[config.mk]
export PLATFORM = sky130hd
export DESIGN_NAME = irq_status_hier
export DESIGN_NICKNAME = d
export VERILOG_FILES = /design/src/rtl/ius_pkg.sv /design/src/rtl/ius_w1c_reg.sv /design/src/rtl/ius_summary.sv /design/src/rtl/ius_regport.sv /design/src/rtl/irq_status_hier.sv
export SDC_FILE = /design/constraint.sdc
export NUM_CORES = 1
export LEC_CHECK = 0
export BUFFER_PORTS_ARGS = -buffer_cell sky130_fd_sc_hd__buf_2
export CAP_MARGIN = 25
export CORE_ASPECT_RATIO = 1.1
export CORE_MARGIN = 8
export CORE_UTILIZATION = 25
export CTS_CLUSTER_SIZE = 16
export DETAILED_ROUTE_END_ITERATION = 7
export PLACE_DENSITY_LB_ADDON = 0.1
export SYNTH_ARGS = -nofsm -noshare
export SYNTH_HDL_FRONTEND = slang
export SYNTH_HIERARCHICAL = 1
export SYNTH_SLANG_ARGS = --single-unit
[constraint.sdc]
create_clock -name clk_i -period 1.4 [get_ports clk_i]
set_input_delay 0 -clock clk_i [delete_from_list [all_inputs] [get_ports clk_i]]
set_output_delay 0 -clock clk_i [all_outputs]
set_load 0.01 [all_outputs]
[src/rtl/ius_pkg.sv]
package ius_pkg;
  localparam int WORD_W = 32;
  localparam int N_SEC  = 5;
  localparam int HI_OFS = 16;
  localparam int ADDR_W = 4;

  typedef logic [WORD_W-1:0] word_t;
  typedef logic [N_SEC-1:0][WORD_W-1:0] sec_vec_t;

  // Register addresses
  localparam int AD_PRI  = 0;
  localparam int AD_SEC  = 1;   // words 0..4 at 1..5
  localparam int AD_RAC  = 6;
  localparam int AD_MASK = 7;
  localparam int AD_SHD  = 8;   // shadows 0..4 at 8..12

  // Primary bit positions
  localparam int PB_TXOK    = 6;
  localparam int PB_TXDESC  = 7;
  localparam int PB_TXERR   = 8;
  localparam int PB_TXNOFRM = 9;
  localparam int PB_TXEOL   = 10;
  localparam int PB_TXURN   = 11;
  localparam int PB_MIB     = 12;
  localparam int PB_SWBA    = 16;
  localparam int PB_BRSSI   = 17;
  localparam int PB_BMISS   = 18;
  localparam int PB_HIUERR  = 19;
  localparam int PB_BNR     = 20;
  localparam int PB_BCNMISC = 23;
  localparam int PB_GPIO    = 24;
  localparam int PB_CBROVR  = 25;
  localparam int PB_CBRUND  = 26;
  localparam int PB_QTRIG   = 27;

  // Secondary word 2 miscellaneous positions
  localparam int S2_MABT   = 16;
  localparam int S2_SERR   = 17;
  localparam int S2_PERR   = 18;
  localparam int S2_TIM    = 24;
  localparam int S2_CABEND = 25;
  localparam int S2_DSYNC  = 26;
  localparam int S2_BCNTO  = 27;
  localparam int S2_CABTO  = 28;
  localparam int S2_DTIM   = 29;
  localparam int S2_TSFOOR = 31;

  localparam word_t HOST_GRP = (word_t'(1) << S2_MABT) | (word_t'(1) << S2_SERR)
                             | (word_t'(1) << S2_PERR);
  localparam word_t BCN_GRP  = (word_t'(1) << S2_TIM)   | (word_t'(1) << S2_CABEND)
                             | (word_t'(1) << S2_DSYNC) | (word_t'(1) << S2_BCNTO)
                             | (word_t'(1) << S2_CABTO) | (word_t'(1) << S2_DTIM);
  localparam word_t DIRECT_MASK = (word_t'(1) << PB_TXNOFRM) | (word_t'(1) << PB_MIB)
                                | (word_t'(1) << PB_SWBA)    | (word_t'(1) << PB_BRSSI)
                                | (word_t'(1) << PB_BMISS)   | (word_t'(1) << PB_BNR)
                                | (word_t'(1) << PB_GPIO);

  // Low per-queue field: one bit per queue starting at bit 0
  function automatic word_t lo_field(int nq);
    logic [63:0] t;
    t = (64'd1 << nq) - 64'd1;
    return t[WORD_W-1:0];
  endfunction

  // High per-queue field starting at HI_OFS
  function automatic word_t hi_field(int nq);
    return lo_field(nq) << HI_OFS;
  endfunction

  // Positions of secondary word k that may hold an event
  function automatic word_t sec_valid(int k, int nq);
    word_t v;
    case (k)
      0, 1, 3: v = lo_field(nq) | hi_field(nq);
      2:       v = lo_field(nq) | HOST_GRP | BCN_GRP | (word_t'(1) << S2_TSFOOR);
      4:       v = lo_field(nq);
      default: v = '0;
    endcase
    return v;
  endfunction

  // Primary view: stored direct bits plus group summaries
  function automatic word_t summarize(word_t dir, sec_vec_t s, int nq);
    word_t p;
    p = dir & DIRECT_MASK;
    p[PB_TXOK]    = |(s[0] & lo_field(nq));
    p[PB_TXDESC]  = |(s[0] & hi_field(nq));
    p[PB_TXERR]   = |(s[1] & lo_field(nq));
    p[PB_TXEOL]   = |(s[1] & hi_field(nq));
    p[PB_TXURN]   = |(s[2] & lo_field(nq));
    p[PB_HIUERR]  = |(s[2] & HOST_GRP);
    p[PB_BCNMISC] = |(s[2] & BCN_GRP);
    p[PB_CBROVR]  = |(s[3] & lo_field(nq));
    p[PB_CBRUND]  = |(s[3] & hi_field(nq));
    p[PB_QTRIG]   = |(s[4] & lo_field(nq));
    return p;
  endfunction

  // Bits of secondary word k cleared by a write of pw to the primary word
  function automatic word_t group_clear(word_t pw, int k, int nq);
    word_t c;
    c = '0;
    case (k)
      0: begin
        if (pw[PB_TXOK])   c = c | lo_field(nq);
        if (pw[PB_TXDESC]) c = c | hi_field(nq);
      end
      1: begin
        if (pw[PB_TXERR])  c = c | lo_field(nq);
        if (pw[PB_TXEOL])  c = c | hi_field(nq);
      end
      2: begin
        if (pw[PB_TXURN])    c = c | lo_field(nq);
        if (pw[PB_HIUERR])   c = c | HOST_GRP;
        if (pw[PB_BCNMISC])  c = c | BCN_GRP;
      end
      3: begin
        if (pw[PB_CBROVR]) c = c | lo_field(nq);
        if (pw[PB_CBRUND]) c = c | hi_field(nq);
      end
      4: begin
        if (pw[PB_QTRIG])  c = c | lo_field(nq);
      end
      default: c = '0;
    endcase
    return c;
  endfunction
endpackage

[src/rtl/ius_w1c_reg.sv]
module ius_w1c_reg
  import ius_pkg::*;
#(
  parameter word_t VALID = '1
) (
  input  logic  clk_i,
  input  logic  rst_ni,
  input  word_t set_i,
  input  word_t clr_i,
  output word_t q_o
);
  word_t q_r;
  word_t set_v;
  word_t nxt;
  logic  run_q;

  assign set_v = set_i & VALID;

  // set has priority over clear
  always_comb nxt = (q_r & ~clr_i) | set_v;

  always_ff @(posedge clk_i or negedge rst_ni) begin
    if (!rst_ni) begin
      q_r   <= '0;
      run_q <= 1'b0;
    end else begin
      q_r   <= nxt;
      run_q <= 1'b1;
    end
  end

  assign q_o = q_r;

  AST_SET_WINS: assert property (@(posedge clk_i) disable iff (!rst_ni)
    run_q |-> ((q_r & $past(set_v)) == $past(set_v)));
  AST_KEEP_UNCLEARED: assert property (@(posedge clk_i) disable iff (!rst_ni)
    run_q |-> (($past(q_r) & ~$past(clr_i) & ~q_r) == '0));
  AST_NO_STRAY_SET: assert property (@(posedge clk_i) disable iff (!rst_ni)
    run_q |-> ((q_r & ~($past(q_r) | $past(set_i))) == '0));
endmodule

[src/rtl/ius_summary.sv]
module ius_summary
  import ius_pkg::*;
#(
  parameter int NQ = 10
) (
  input  word_t    dir_i,
  input  sec_vec_t sec_i,
  input  word_t    mask_i,
  output word_t    pri_o,
  output logic     irq_o
);
  word_t pri_v;

  always_comb begin
    pri_v = summarize(dir_i, sec_i, NQ);
    irq_o = |(pri_v & mask_i);
  end

  assign pri_o = pri_v;
endmodule

[src/rtl/ius_regport.sv]
module ius_regport
  import ius_pkg::*;
#(
  parameter int NQ = 10
) (
  input  logic              clk_i,
  input  logic              rst_ni,
  input  logic              rd_en_i,
  input  logic              wr_en_i,
  input  logic [ADDR_W-1:0] addr_i,
  input  word_t             wdata_i,
  input  word_t             pri_i,
  input  sec_vec_t          sec_i,
  input  sec_vec_t          shadow_i,
  output word_t             clr_dir_o,
  output sec_vec_t          clr_sec_o,
  output logic              rac_hit_o,
  output word_t             mask_o,
  output word_t             rdata_o
);
  logic  wr_pri;
  logic  wr_mask;
  logic  rac_hit;
  logic  run_q;
  word_t mask_q;
  word_t rdata_q;
  word_t rd_val;

  assign wr_pri  = wr_en_i && (addr_i == ADDR_W'(AD_PRI));
  assign wr_mask = wr_en_i && (addr_i == ADDR_W'(AD_MASK));
  assign rac_hit = rd_en_i && (addr_i == ADDR_W'(AD_RAC));

  // clear vectors: explicit write-ones, group clears, full clear on alias read
  always_comb begin
    clr_dir_o = (wr_pri ? wdata_i : '0) | (rac_hit ? '1 : '0);
    for (int k = 0; k < N_SEC; k++) begin
      clr_sec_o[k] = (rac_hit ? '1 : '0)
                   | (wr_pri ? group_clear(wdata_i, k, NQ) : '0)
                   | ((wr_en_i && (addr_i == ADDR_W'(AD_SEC + k))) ? wdata_i : '0);
    end
  end

  always_comb begin
    rd_val = '0;
    for (int k = 0; k < N_SEC; k++) begin
      if (addr_i == ADDR_W'(AD_SEC + k)) rd_val = sec_i[k];
      if (addr_i == ADDR_W'(AD_SHD + k)) rd_val = shadow_i[k];
    end
    if (addr_i == ADDR_W'(AD_PRI) || addr_i == ADDR_W'(AD_RAC)) rd_val = pri_i;
    if (addr_i == ADDR_W'(AD_MASK)) rd_val = mask_q;
  end

  always_ff @(posedge clk_i or negedge rst_ni) begin
    if (!rst_ni) begin
      mask_q  <= '0;
      rdata_q <= '0;
      run_q   <= 1'b0;
    end else begin
      run_q <= 1'b1;
      if (wr_mask) mask_q <= wdata_i;
      if (rd_en_i) rdata_q <= rd_val;
    end
  end

  assign rac_hit_o = rac_hit;
  assign mask_o    = mask_q;
  assign rdata_o   = rdata_q;

  AST_RAC_RETURNS_PRI: assert property (@(posedge clk_i) disable iff (!rst_ni)
    run_q && $past(rac_hit) |-> (rdata_q == $past(pri_i)));
  AST_READ_LATENCY: assert property (@(posedge clk_i) disable iff (!rst_ni)
    run_q && !$past(rd_en_i) |-> (rdata_q == $past(rdata_q)));
endmodule

[src/rtl/irq_status_hier.sv]
module irq_status_hier
  import ius_pkg::*;
#(
  parameter int NQ = 10
) (
  input  logic        clk_i,
  input  logic        rst_ni,
  input  logic [31:0] ev_dir_i,
  input  logic [31:0] ev_s0_i,
  input  logic [31:0] ev_s1_i,
  input  logic [31:0] ev_s2_i,
  input  logic [31:0] ev_s3_i,
  input  logic [31:0] ev_s4_i,
  input  logic        rd_en_i,
  input  logic        wr_en_i,
  input  logic [3:0]  addr_i,
  input  logic [31:0] wdata_i,
  output logic [31:0] rdata_o,
  output logic        irq_o
);
  sec_vec_t ev_sec;
  sec_vec_t sec_q;
  sec_vec_t clr_sec;
  sec_vec_t shadow_q;
  word_t    dir_q;
  word_t    clr_dir;
  word_t    pri_w;
  word_t    mask_w;
  logic     rac_hit;
  logic     wr_pri;
  logic     run_q;

  assign ev_sec[0] = ev_s0_i;
  assign ev_sec[1] = ev_s1_i;
  assign ev_sec[2] = ev_s2_i;
  assign ev_sec[3] = ev_s3_i;
  assign ev_sec[4] = ev_s4_i;
  assign wr_pri    = wr_en_i && (addr_i == ADDR_W'(AD_PRI));

  ius_w1c_reg #(.VALID(DIRECT_MASK)) u_dir (
    .clk_i (clk_i),
    .rst_ni(rst_ni),
    .set_i (ev_dir_i),
    .clr_i (clr_dir),
    .q_o   (dir_q)
  );

  for (genvar k = 0; k < N_SEC; k++) begin : g_sec
    ius_w1c_reg #(.VALID(sec_valid(k, NQ))) u_reg (
      .clk_i (clk_i),
      .rst_ni(rst_ni),
      .set_i (ev_sec[k]),
      .clr_i (clr_sec[k]),
      .q_o   (sec_q[k])
    );
  end

  ius_summary #(.NQ(NQ)) u_sum (
    .dir_i (dir_q),
    .sec_i (sec_q),
    .mask_i(mask_w),
    .pri_o (pri_w),
    .irq_o (irq_o)
  );

  ius_regport #(.NQ(NQ)) u_port (
    .clk_i    (clk_i),
    .rst_ni   (rst_ni),
    .rd_en_i  (rd_en_i),
    .wr_en_i  (wr_en_i),
    .addr_i   (addr_i),
    .wdata_i  (wdata_i),
    .pri_i    (pri_w),
    .sec_i    (sec_q),
    .shadow_i (shadow_q),
    .clr_dir_o(clr_dir),
    .clr_sec_o(clr_sec),
    .rac_hit_o(rac_hit),
    .mask_o   (mask_w),
    .rdata_o  (rdata_o)
  );

  // shadow copies, loaded from pre-clear values on alias read
  always_ff @(posedge clk_i or negedge rst_ni) begin
    if (!rst_ni) begin
      shadow_q <= '0;
      run_q    <= 1'b0;
    end else begin
      run_q <= 1'b1;
      if (rac_hit) shadow_q <= sec_q;
    end
  end

  for (genvar k = 0; k < N_SEC; k++) begin : g_ast
    AST_RAC_SHADOW: assert property (@(posedge clk_i) disable iff (!rst_ni)
      run_q && $past(rac_hit) |-> (shadow_q[k] == $past(sec_q[k])));
    AST_RAC_KEEPS_NEW: assert property (@(posedge clk_i) disable iff (!rst_ni)
      run_q && $past(rac_hit) |-> (sec_q[k] == ($past(ev_sec[k]) & sec_valid(k, NQ))));
    AST_GROUP_CLEAR: assert property (@(posedge clk_i) disable iff (!rst_ni)
      run_q && $past(wr_pri) |->
        ((sec_q[k] & group_clear($past(wdata_i), k, NQ))
         == ($past(ev_sec[k]) & group_clear($past(wdata_i), k, NQ))));
    AST_SHADOW_HOLD: assert property (@(posedge clk_i) disable iff (!rst_ni)
      run_q && !$past(rac_hit) |-> (shadow_q[k] == $past(shadow_q[k])));
  end
endmodule

; ---- Word level (Yosys, flattened, before mapping)
; Cells that the tools add are included.
[word_totals]
input_bits = 232
wordCells = 110
reg_bits = 416
out_inout_bits = 33
[op_classes]
n_mux = 34
n_reduce_logical = 21
n_bitwise = 30
n_eq_ne = 12
[op_table]
columns = operator, n
row1 = $mux W32, 20
row2 = $or A32 B32 Y32, 12
row3 = $and A32 B32 Y32, 6
row4 = $not A32 Y32, 6
row5 = $mux W26, 5
row6 = $or A32 B26 Y32, 3
row7 = $reduce_or A10 Y1, 8
row8 = $mux W10, 6
row9 = $mux W30, 2
row10 = $and A28 B32 Y32, 1
row11 = $or A32 B10 Y32, 1
row12 = $or A32 B25 Y32, 1
row13 = $reduce_or A32 Y1, 1
row14 = $eq A4 B4 Y1 const B, 5
row15 = $mux W19, 1
row16 = $eq A4 B3 Y1 const B, 4
row17 = $eq A4 B2 Y1 const B, 2
row18 = $logic_and A1 B1 Y1, 8
row19 = $reduce_or A6 Y1, 1
row20 = $eq A4 B1 Y1 const B, 1
row21 = $logic_not A4 Y1, 1
row22 = $reduce_or A3 Y1, 1
row23 = $logic_or A1 B1 Y1, 1

; ---- Logic depth before layout (Yosys ltp)
[logic_depth]
depth_word = 13
depth_mapped = 10
ltp_nobuf = 7

; ---- Cells and area by module
; Netlist, hierarchy kept.
[by_module_without_submodules]
columns = mod, instances, seq_area_each_um2, cells_per_inst, area_per_inst_um2
row1 = ius_regport, 1, 1601.5, 1027, 7963.9
row2 = irq_status_hier, 1, 4003.8, 338, 6346.1
row3 = ius_w1c_reg at g_sec[0].u_reg ..., 4, 800.8, 84, 1101.1
row4 = ius_w1c_reg at g_sec[4].u_reg, 1, 800.8, 74, 1051.0
row5 = ius_w1c_reg at u_dir, 1, 800.8, 71, 1036.0
row6 = ius_summary, 1, 0.0, 74, 459.2

; ---- Worst setup path before layout
; No wires, ideal clock.
[synth_path]
kind = input to register
from = in addr_i[3]
to = reg shadow_q[0] in the netlist's numbering
path_slack_ns = -0.433
cell_stages = 9
setup_ns = 0.125
t_arrival_ns = 1.708
t_required_ns = 1.275
path_buffers = 7
path_cell_list = buf_4 > buf_6 > nor3b_2 > buf_2 > buf_2 > buf_6 > buf_6 > buf_6 > mux2_4
[synth_between]
elab_chain_len = 2
[synth_lines]
columns = item, line
row1 = from (decl), irq_status_hier.sv:16  ; input logic [3:0] addr_i,
row2 = $eq A4 B3 Y1, ius_regport.sv:31  ; assign rac_hit = rd_en_i && (addr_i == ADDR_W'(AD_RAC));
row3 = $logic_and A1 B1 Y1, ius_regport.sv:31
row4 = via rac_hit, irq_status_hier.sv:29  ; logic rac_hit;
row5 = to (signal assigned), irq_status_hier.sv:90  ; if (rac_hit) shadow_q <= sec_q;
row6 = to (decl), irq_status_hier.sv:24  ; sec_vec_t shadow_q;
; The timed path passes the listed nets, and every way through them passes these cells.
; A chain may end at the register's enable or synchronous reset.

; ---- Worst setup path in the final report
[layout_path]
from = reg u_port.mask_q[9], in the netlist u_port/mask_o[9]
to = out irq_o
[layout_between]
elab_chain_len = 2
[layout_lines]
columns = item, line
row1 = from (decl), ius_regport.sv:25  ; word_t mask_q;
row2 = from (signal assigned), ius_regport.sv:60  ; if (wr_mask) mask_q <= wdata_i;
row3 = $and A28 B32 Y32, ius_summary.sv:16  ; irq_o = |(pri_v & mask_i);
row4 = $reduce_or A32 Y1, ius_summary.sv:16
row5 = to (decl), irq_status_hier.sv:19  ; output logic irq_o
; No other way between the ends.

==> impl_metrics.env <==
export IMPL_status="finished, violations left"
export IMPL_violations="negative setup slack"
export IMPL_p_int_mw=23.50
export IMPL_placed_area_sq_mm=0.02543
export IMPL_drtPass1Iterations=5
export IMPL_timing_reg2reg_setup_slack_ps=-340
export IMPL_hpwl_mm=65.73
export IMPL_clkTransAtPathRegs_ps=50
export IMPL_cts_max_level=2
export IMPL_crit_type="reg -> out"
export IMPL_p_switching_mw=8.882
export IMPL_slew_violations=0
export IMPL_max_cap_violations=0
export IMPL_vias=17220
export IMPL_first_iter_violations=901
export IMPL_hold_ws_ps=64.31
export IMPL_clock_sinks=391
export IMPL_total_power_mw=32.39
export IMPL_cts_buffer_depth=3
export IMPL_swShare=0.2743
export IMPL_finalWorstSetupSlack_ps=-1170
export IMPL_r2r_worst_path_cells=6
export IMPL_antenna_found_initial=3
export IMPL_critical_path_arrival_ps=2570
export IMPL_core_sq_mm=0.08046
export IMPL_gp_congestion=0.8065
export IMPL_cts_tree="yes"
export IMPL_crit_path_start_kind="flop"
export IMPL_synth_area_sq_mm=0.02036
export IMPL_dp_cells=3298
export IMPL_routed_wl_mm=88.47
export IMPL_overflow=0
export IMPL_finalNonFillerCells=3531
export IMPL_grt_usage=0.1937
export IMPL_critPathMaxStageDelay_ps=500
export IMPL_fmax_mhz=389.1
export IMPL_power_leakage_nw=13.69
export IMPL_die_width_um=288.1
export IMPL_required_ps=1400
export IMPL_design_area_sq_mm=0.02927
export IMPL_power_frac_comb=0.172
export IMPL_crit_buf_inv=2
export IMPL_fin_util=0.3638
export IMPL_holdPathStages=4
export IMPL_ir_worst_vdd_uv=961.3
export IMPL_synth_cells=1853
export IMPL_grt_setup_unrepaired="yes"
export IMPL_grt_max_degree=70
export IMPL_ant_nets=0
export IMPL_die_h_um=315.3
export IMPL_path_depth=6
export IMPL_cts_root_buf="clkbuf_16"
export IMPL_post_route_min_period_ps=2570
export IMPL_cp_max_fo=2
export IMPL_viasPerCell=4.875
export IMPL_post_place_ws_ps=-640.4
export IMPL_pin_count=265
export IMPL_area_growth_pct=43.79
export IMPL_drive_above_1_share=0.3770
export IMPL_clkLatencyLatePin_ps=620
export IMPL_rows=109
export IMPL_relSlewSlack=0.6690
export IMPL_cts_made_buffers=52
export IMPL_min_period_over_period=1.836
export IMPL_fin_nets=2665
export IMPL_hold_viol=0
export IMPL_initial_utilization=0.2530
export IMPL_power_density_mw_per_mm2=1106
export IMPL_p_seq_frac=0.407
export IMPL_hold_path_class="in -> reg"
export IMPL_wl_per_cell_um=25.05
export IMPL_syn_area_per_cell_sq_um=10.99
export IMPL_grt_pass1_vias=18750
export IMPL_ys_warn_count=6
export IMPL_port_buffers=169
export IMPL_cp_slowest_cell="a222oi_1"
export IMPL_crit_chain="a222oi_1 > nand3_1 > a221oi_2 > buf_4 > nand4_1 > buf_2"
export IMPL_dieArea_sq_mm=0.09083
export IMPL_fin_tns_setup_ps=-3133
export IMPL_skew_ps=35.19
export IMPL_drc=0
export IMPL_power_share_clock=0.421
export IMPL_cp_top_family="compound AO/OA/AOI/OAI gates"
export IMPL_grt_pass1_wl_mm=129.9
export IMPL_setup_viol=20
export IMPL_endpoint_kind="output pin"
export IMPL_tightest_slew_ps=491.4
worst paths after layout:
| check | startpoint | end |
|---|---|---|
| min reg2reg | u_port/mask_o[1]$_DFFE_PN0P_ | u_port/mask_o[1]$_DFFE_PN0P_ |
| min in group asynchronous | rst_ni | g_sec[0].u_reg/q_o[17]$_DFF_PN0_ |
| max in group asynchronous | rst_ni | shadow_q[96]$_DFFE_PN0P_ |
| max reg2reg | g_sec[2].u_reg/q_o[7]$_DFF_PN0_ | u_port/rdata_o[11]$_DFFE_PN0P_ |
| min | addr_i[2] | u_port/rdata_o[2]$_DFFE_PN0P_ |
| max | u_port/mask_o[9]$_DFFE_PN0P_ | irq_o |
repair_timing:
action | in CTS | in global routing
hold buffers | 132 | 1
endpoints found under the setup margin | 26 | 62
pin swaps | 62 | 28
endpoints found under the hold margin | 587 | 18
gates resized for setup | 118 | 36
buffers inserted | 10 | 6
power by group through the flow:
stage / logic [mW] / clock network [mW] / registers [mW]
finish: 5.58 / 13.6 / 13.2
global route: 6.01 / 14.6 / 13.3
CTS: 5.59 / 14.1 / 13.1
detailed placement: 5.13 / 0 / 13.3
global placement: 5.10 / 0 / 13.3
floorplan: 2.46 / 0 / 13.1
layer usage:
| metal | part of all wire | routed length [um] | vias up | track usage |
|---|---|---|---|---|
| met5 | 0 | 0 | - | 0 |
| met4 | 0.036 | 3204 | 0 | 0.06815 |
| met3 | 0.032 | 2817 | 133 | 0.02599 |
| met2 | 0.49 | 43220 | 354 | 0.3321 |
| met1 | 0.44 | 39220 | 8817 | 0.2485 |
| li1 | - | - | 7911 | - |
layout by cell type, fill, tap and decap left out, types with 12 or more instances in the layout:
cell type        n
a211oi_1        14
a21o_1         292
a21oi_1         50
a221o_1         14
a221oi_1        40
a221oi_2        22
a221oi_4        12
a22o_1          18
a22oi_1         20
buf_12          69
buf_2          165
buf_4          287
buf_6           26
clkbuf_1        15
clkbuf_16       54
clkbuf_8        16
conb_1          15
dfrtp_1        391
dlygate4sd3_1  132
inv_1          101
mux2_2          92
mux2_4         100
nand2_1         68
nand2b_1        21
nor2_1          61
nor2b_1         75
o211ai_1        14
o21ai_0         38
o21ai_2         22
o21bai_1        12
o22ai_1         46
o2bb2ai_1       22
or3_1           12
tightest hold or removal path: stages:
cell,delay [ps]
buf_2,160
buf_12,170
a21oi_1,130
a221o_1,150
flip-flops by register name, summed over array words and instances (netlist names):
name and flops:
shadow_q 160, u_port/mask_o 32, u_dir/q_o 7, g_sec.u_reg/q_o 160, u_port/rdata_o 32
layout make-up:
| type | instances | area [sq um] |
|---|---|---|
| fillers | 8104 | 51190 |
| multi-input cells | 1205 | 10040 |
| repair buffers | 681 | 5998 |
| clock buffers | 85 | 1628 |
| flip-flops and latches | 391 | 9784 |
| diodes | 2 | 5.005 |
| well taps | 1054 | 1319 |
| clock inverters | 11 | 116.4 |
| inverters | 102 | 386.6 |
No activity file was read; power rests on OpenSTA's default activity.
